### src/rtl/pxs_pkg.sv
package pxs_pkg;

    localparam int RING_W = 12;
    localparam int ADDR_W = 19;

    typedef enum logic [2:0] {
        REP_X1 = 3'd1,
        REP_X2 = 3'd2,
        REP_X3 = 3'd3,
        REP_X4 = 3'd4,
        REP_X6 = 3'd6
    } rep_factor_e;

    typedef struct packed {
        logic              load;
        logic [RING_W-1:0] pat;
    } ring_ctrl_t;

    typedef struct packed {
        logic              restart;
        logic [ADDR_W-1:0] base;
        logic              step;
    } addr_ctrl_t;

    // Pattern with a one every n-th bit, starting at bit 0.
    function automatic logic [RING_W-1:0] rep_pattern(input int n);
        logic [RING_W-1:0] p;
        p = '0;
        for (int i = 0; i < RING_W; i++) begin
            if (n > 0 && (i % n) == 0) p[i] = 1'b1;
        end
        return p;
    endfunction

endpackage

### src/rtl/pxs_ring_cell.sv
module pxs_ring_cell (
    input  logic clk,
    input  logic rst,
    input  logic rst_val,
    input  logic load,
    input  logic load_bit,
    input  logic prev_bit,
    output logic q
);
    logic d;

    // 2:1 choice between host value and neighbour value
    always_comb d = load ? load_bit : prev_bit;

    always_ff @(posedge clk) begin
        if (rst) q <= rst_val;
        else     q <= d;
    end
endmodule

### src/rtl/pxs_ring.sv
module pxs_ring
    import pxs_pkg::*;
#(
    parameter int W = RING_W,
    parameter logic [W-1:0] RESET_PAT = {W{1'b1}}
) (
    input  logic         clk,
    input  logic         rst,
    input  ring_ctrl_t   ctrl,
    output logic [W-1:0] ring_q
);
    genvar g;
    generate
        for (g = 0; g < W; g++) begin : g_cell
            localparam int NXT = (g + 1) % W;
            pxs_ring_cell u_cell (
                .clk      (clk),
                .rst      (rst),
                .rst_val  (RESET_PAT[g]),
                .load     (ctrl.load),
                .load_bit (ctrl.pat[g]),
                .prev_bit (ring_q[NXT]),
                .q        (ring_q[g])
            );
        end
    endgenerate
endmodule

### src/rtl/pxs_addr_ctr.sv
module pxs_addr_ctr
    import pxs_pkg::*;
#(
    parameter int AW = ADDR_W
) (
    input  logic          clk,
    input  logic          rst,
    input  addr_ctrl_t    ctrl,
    output logic [AW-1:0] addr
);
    logic [AW-1:0] addr_nxt;

    always_comb begin
        addr_nxt = addr;
        if (ctrl.restart)   addr_nxt = ctrl.base;
        else if (ctrl.step) addr_nxt = addr + AW'(1);
    end

    always_ff @(posedge clk) begin
        if (rst) addr <= '0;
        else     addr <= addr_nxt;
    end
endmodule

### src/rtl/pxs_stretch_top.sv
module pxs_stretch_top
    import pxs_pkg::*;
#(
    parameter int TAP = 0
) (
    input  logic              clk,
    input  logic              rst,
    input  logic              load_stb,
    input  logic [RING_W-1:0] load_pat,
    input  logic              line_start,
    input  logic [ADDR_W-1:0] line_base,
    output logic              adv_en,
    output logic [ADDR_W-1:0] pix_addr
);
    localparam logic [RING_W-1:0] RST_PAT = rep_pattern(1);

    ring_ctrl_t        rctl;
    addr_ctrl_t        actl;
    logic [RING_W-1:0] ring_q;

    always_comb begin
        rctl.load = load_stb;
        rctl.pat  = load_pat;
    end

    pxs_ring #(
        .W         (RING_W),
        .RESET_PAT (RST_PAT)
    ) u_ring (
        .clk    (clk),
        .rst    (rst),
        .ctrl   (rctl),
        .ring_q (ring_q)
    );

    always_comb adv_en = ring_q[TAP];

    always_comb begin
        actl.restart = line_start;
        actl.base    = line_base;
        actl.step    = adv_en;
    end

    pxs_addr_ctr #(
        .AW (ADDR_W)
    ) u_addr (
        .clk  (clk),
        .rst  (rst),
        .ctrl (actl),
        .addr (pix_addr)
    );
endmodule

### config.mk
export PLATFORM = sky130hd
export DESIGN_NAME = pxs_stretch_top
export DESIGN_NICKNAME = d
export VERILOG_FILES = /design/src/rtl/pxs_pkg.sv /design/src/rtl/pxs_ring_cell.sv /design/src/rtl/pxs_ring.sv /design/src/rtl/pxs_addr_ctr.sv /design/src/rtl/pxs_stretch_top.sv
export SDC_FILE = /design/constraint.sdc
export NUM_CORES = 1
export LEC_CHECK = 0
export ABC_AREA = 1
export BUFFER_PORTS_ARGS = -buffer_cell sky130_fd_sc_hd__clkbuf_2
export CAP_MARGIN = 20
export CORE_ASPECT_RATIO = 1.5
export CORE_MARGIN = 1.5
export CORE_UTILIZATION = 25
export DETAILED_ROUTE_END_ITERATION = 8
export PLACE_DENSITY = 0.46
export SYNTH_ARGS = -nofsm -noshare
export SYNTH_HDL_FRONTEND = slang
export SYNTH_SLANG_ARGS = --single-unit
### constraint.sdc
create_clock -name clk -period 1.55 [get_ports clk]
set_input_delay 0.155 -clock clk [delete_from_list [all_inputs] [get_ports clk]]
set_output_delay 0.155 -clock clk [all_outputs]
set_load 0.03 [all_outputs]
==> results by group <==
Timing
  – Fmax: 0.722 GHz
  – Period utilization: 89.3%
  – Clk_skew: 8.99 ps
  – Unrepaired setup endpoints after global routing: no
  – Final setup fails: 0
  – Setup TNS: 0 ps
  – Post-route minimum period: 1380 ps
  – Final Slew Violations: 0
  – Relative slew slack: 53.9%
  – Least-Margin Pin Slew: 691 ps
  – Final Hold Fails: 0

CTS
  – Clock H-tree levels: 2
  – Post_cts resized: 0
  – Clk_lat worst skew: 280 ps
  – Clk sink count: 31
  – Post-CTS Hold Buffers: 0
  – Clock Pin Slew Worst Setup and Hold Paths: 70 ps
  – Clk root buf: clkbuf_8
  – Post-CTS setup buffer count: 0
  – CTS buffer count: 5
  – CTS tree: done
  – Longest Clk Path Bufs: 2

Power
  – Leak Pwr: 0.944 nW
  – Total design power: 0.00185 W
  – Pwr Density: 887 nW/um^2
  – Worst vdd ir: 506 uV

Yosys
  – Syn avg cell area: 6.72 um^2
  – Synth Area in XOR/XNOR: 2.69%
  – Top FF cell, synth: dfxtp_1
  – Syn nets: 278
  – Mux share of post-synthesis cell area: 0%
  – Mapped Area: 1630 um^2
  – Yosys warning count: 0
  – Post-synth top area share: 38.2%
  – Synth Area in Compound Gates: 15.5%
  – Main combinational cell family by area after synthesis: simple AND/OR/NAND/NOR gates
  – Netlist cell types: 22
  – Top post-synthesis cells by count: 73 x nand2_1, 32 x nand3_1, 31 x dfxtp_1
  – #FFs+latches synth: 31
  – Post-synth top area cell: dfxtp_1
  – Most frequent cell after synthesis: nand2_1
  – Asr flop ratio synth: 0%
  – Simple-Gate Fraction of Synth Area: 35.9%
  – Adder-cell share of the synthesized area: 0.769%
  – Synth area leaders: dfxtp_1 38%, nand2_1 17%, nand3_1 9.8%
  – Register area share after synthesis: 38.2%
  – Post-synth EDFFs: 0
  – Post-Syn Instances: 242

Setup path
  – Buf+Inv Stages, Crit Path: 0
  – CP Data Arrival Time: 1560 ps
  – CP top delay family: simple AND/OR/NAND/NOR gates
  – Crit path required time: 1730 ps
  – CP Cell Sequence: nand2_1 -> nor2_4 -> nand2_1 -> nor2_1 -> nand3_1 -> nand3_1 -> a21oi_1
  – CP peak stage delay: 430 ps
  – Setup crit end kind: flip-flop
  – Crit-path max FO: 5
  – CP max stage cell: dfxtp_1
  – Startpoint types: flip-flop
  – Setup CP Type: flip-flop to flip-flop

Flow run
  – Max Cap Viol: 0

Finish
  – Reg area: 623 um^2
  – Layout cells sized above 1: 26.8%
  – # fillers: 715
  – Multi-input logic area: 892 um^2
  – Area added between synthesis and finish: 28.0%
  – Final nets: 337
  – N_diodes: 0

Floorplanning
  – I/O pin count: 55
  – Die width: 68.9 um
  – Core footprint: 6220 um^2
  – Row cnt: 35
  – Initial core utilization: 26.2%
  – Die height: 102 um
  – Die ar.: 7010 um^2

Place
  – PortBufs: 54
  – GP Congestion: 0.835
  – Hpwl dp: 3.79 mm

Route
  – WL/cell: 13.0 um
  – Max layer used: met4
  – Routed Antenna Nets: 0
  – Vias: 1745
  – Vias per Instance: 4.64
  – Iteration-0 DRC Markers: 63
  – WL final: 4.88 mm
  – DRC: 0
  – Routed length on met2: 2.63 mm
  – Drt pass-1 iters: 4
  – Wl on met1: 1.95 mm
  – Metal3 WL: 230 um

Global route
  – Global route overflow: 0
  – Vias in the first global route: 1679
  – First-pass GRT wire length: 7.74 mm
  – Initial antenna violation count: 0
  – GRT Util Overall: 15.0%
  – Largest net degree at the start of global routing: 19

Status
  – Outcome: completed

Min path
  – Worst hold path class: input port to flip-flop
==> stage by stage <==
step                area [um^2]  cells  util, %  setup slack (ps)  hold WS, ps
finish                     2080    376     33.5               166         76.4
global route               2080    376     33.5              33.6         79.3
CTS                        2080    376     33.4              96.6         71.3
detailed placement         2000    368     32.1               114          370
global placement           2000    368     32.1               121          369
floorplan                  1630    242        -              6.94          224
==> cell type report <==
| cell class | count | area share, % |
|---|---|---|
| timing repair buffer | 60 | 15.1 |
| inverter | 20 | 3.61 |
| clock inverter | 3 | 0.721 |
| sequential | 31 | 29.9 |
| clock buffer | 5 | 3.31 |
| tap | 74 | 4.45 |
| multi-input combinational | 183 | 42.8 |
==> cells by family after synthesis <==
logic type                 Yosys count
DFF                                 31
xor gates and xnor gates             5
buffers and inverters               28
and+or+nand+nor                    135
AOI/OAI and AO/OA                   42
adders and majority gates            1
==> placed cells by master, fill, tap and decap left out, types with 6 or more instances in the layout <==
cell	instances
nand2_1	73
nand3_1	32
a22oi_1	10
o21ai_0	7
buf_4	6
dfxtp_1	29
a21oi_1	17
clkbuf_2	54
inv_1	17
nor2_1	17
==> path summary, 6_finish.rpt <==
kind	cells past startpoint	to	from	slack [ps]
max	7	u_addr.addr[15]$_SDFFE_PP0P_	u_addr.addr[2]$_SDFFE_PP0P_	170
min	3	u_ring.g_cell[3].u_cell.q$_SDFF_PP1_	load_pat[3]	80
max reg2reg	7	u_addr.addr[15]$_SDFFE_PP0P_	u_addr.addr[2]$_SDFFE_PP0P_	170
min reg2reg	2	u_ring.g_cell[6].u_cell.q$_SDFF_PP1_	u_ring.g_cell[7].u_cell.q$_SDFF_PP1_	430
==> worst min-delay path, cell delays in order <==
cell,delay [ps]
clkbuf_2,70
nand2_1,40
nand3_1,60
==> registers in the layout, summed over array words and instances (netlist names) <==
name                    count
u_addr.addr                19
u_ring.g_cell.u_cell.q     12
==> routing by layer <==
layer / vias to the layer above / track usage (%)
met5: - / 0
met4: 0 / 5.28
met3: 7 / 4.11
met2: 46 / 27.8
met1: 773 / 15.5
li1: 919 / -
==> power by group <==
group / internal [W] / leakage, nW / switching (W)
logic: 0.000120 / 0.638 / 0.000201
registers: 0.000852 / 0.258 / 0.0000580
clock network: 0.000307 / 0.0477 / 0.000309
total: 0.00128 / 0.944 / 0.000568
Power figures use the tool's default switching activity.
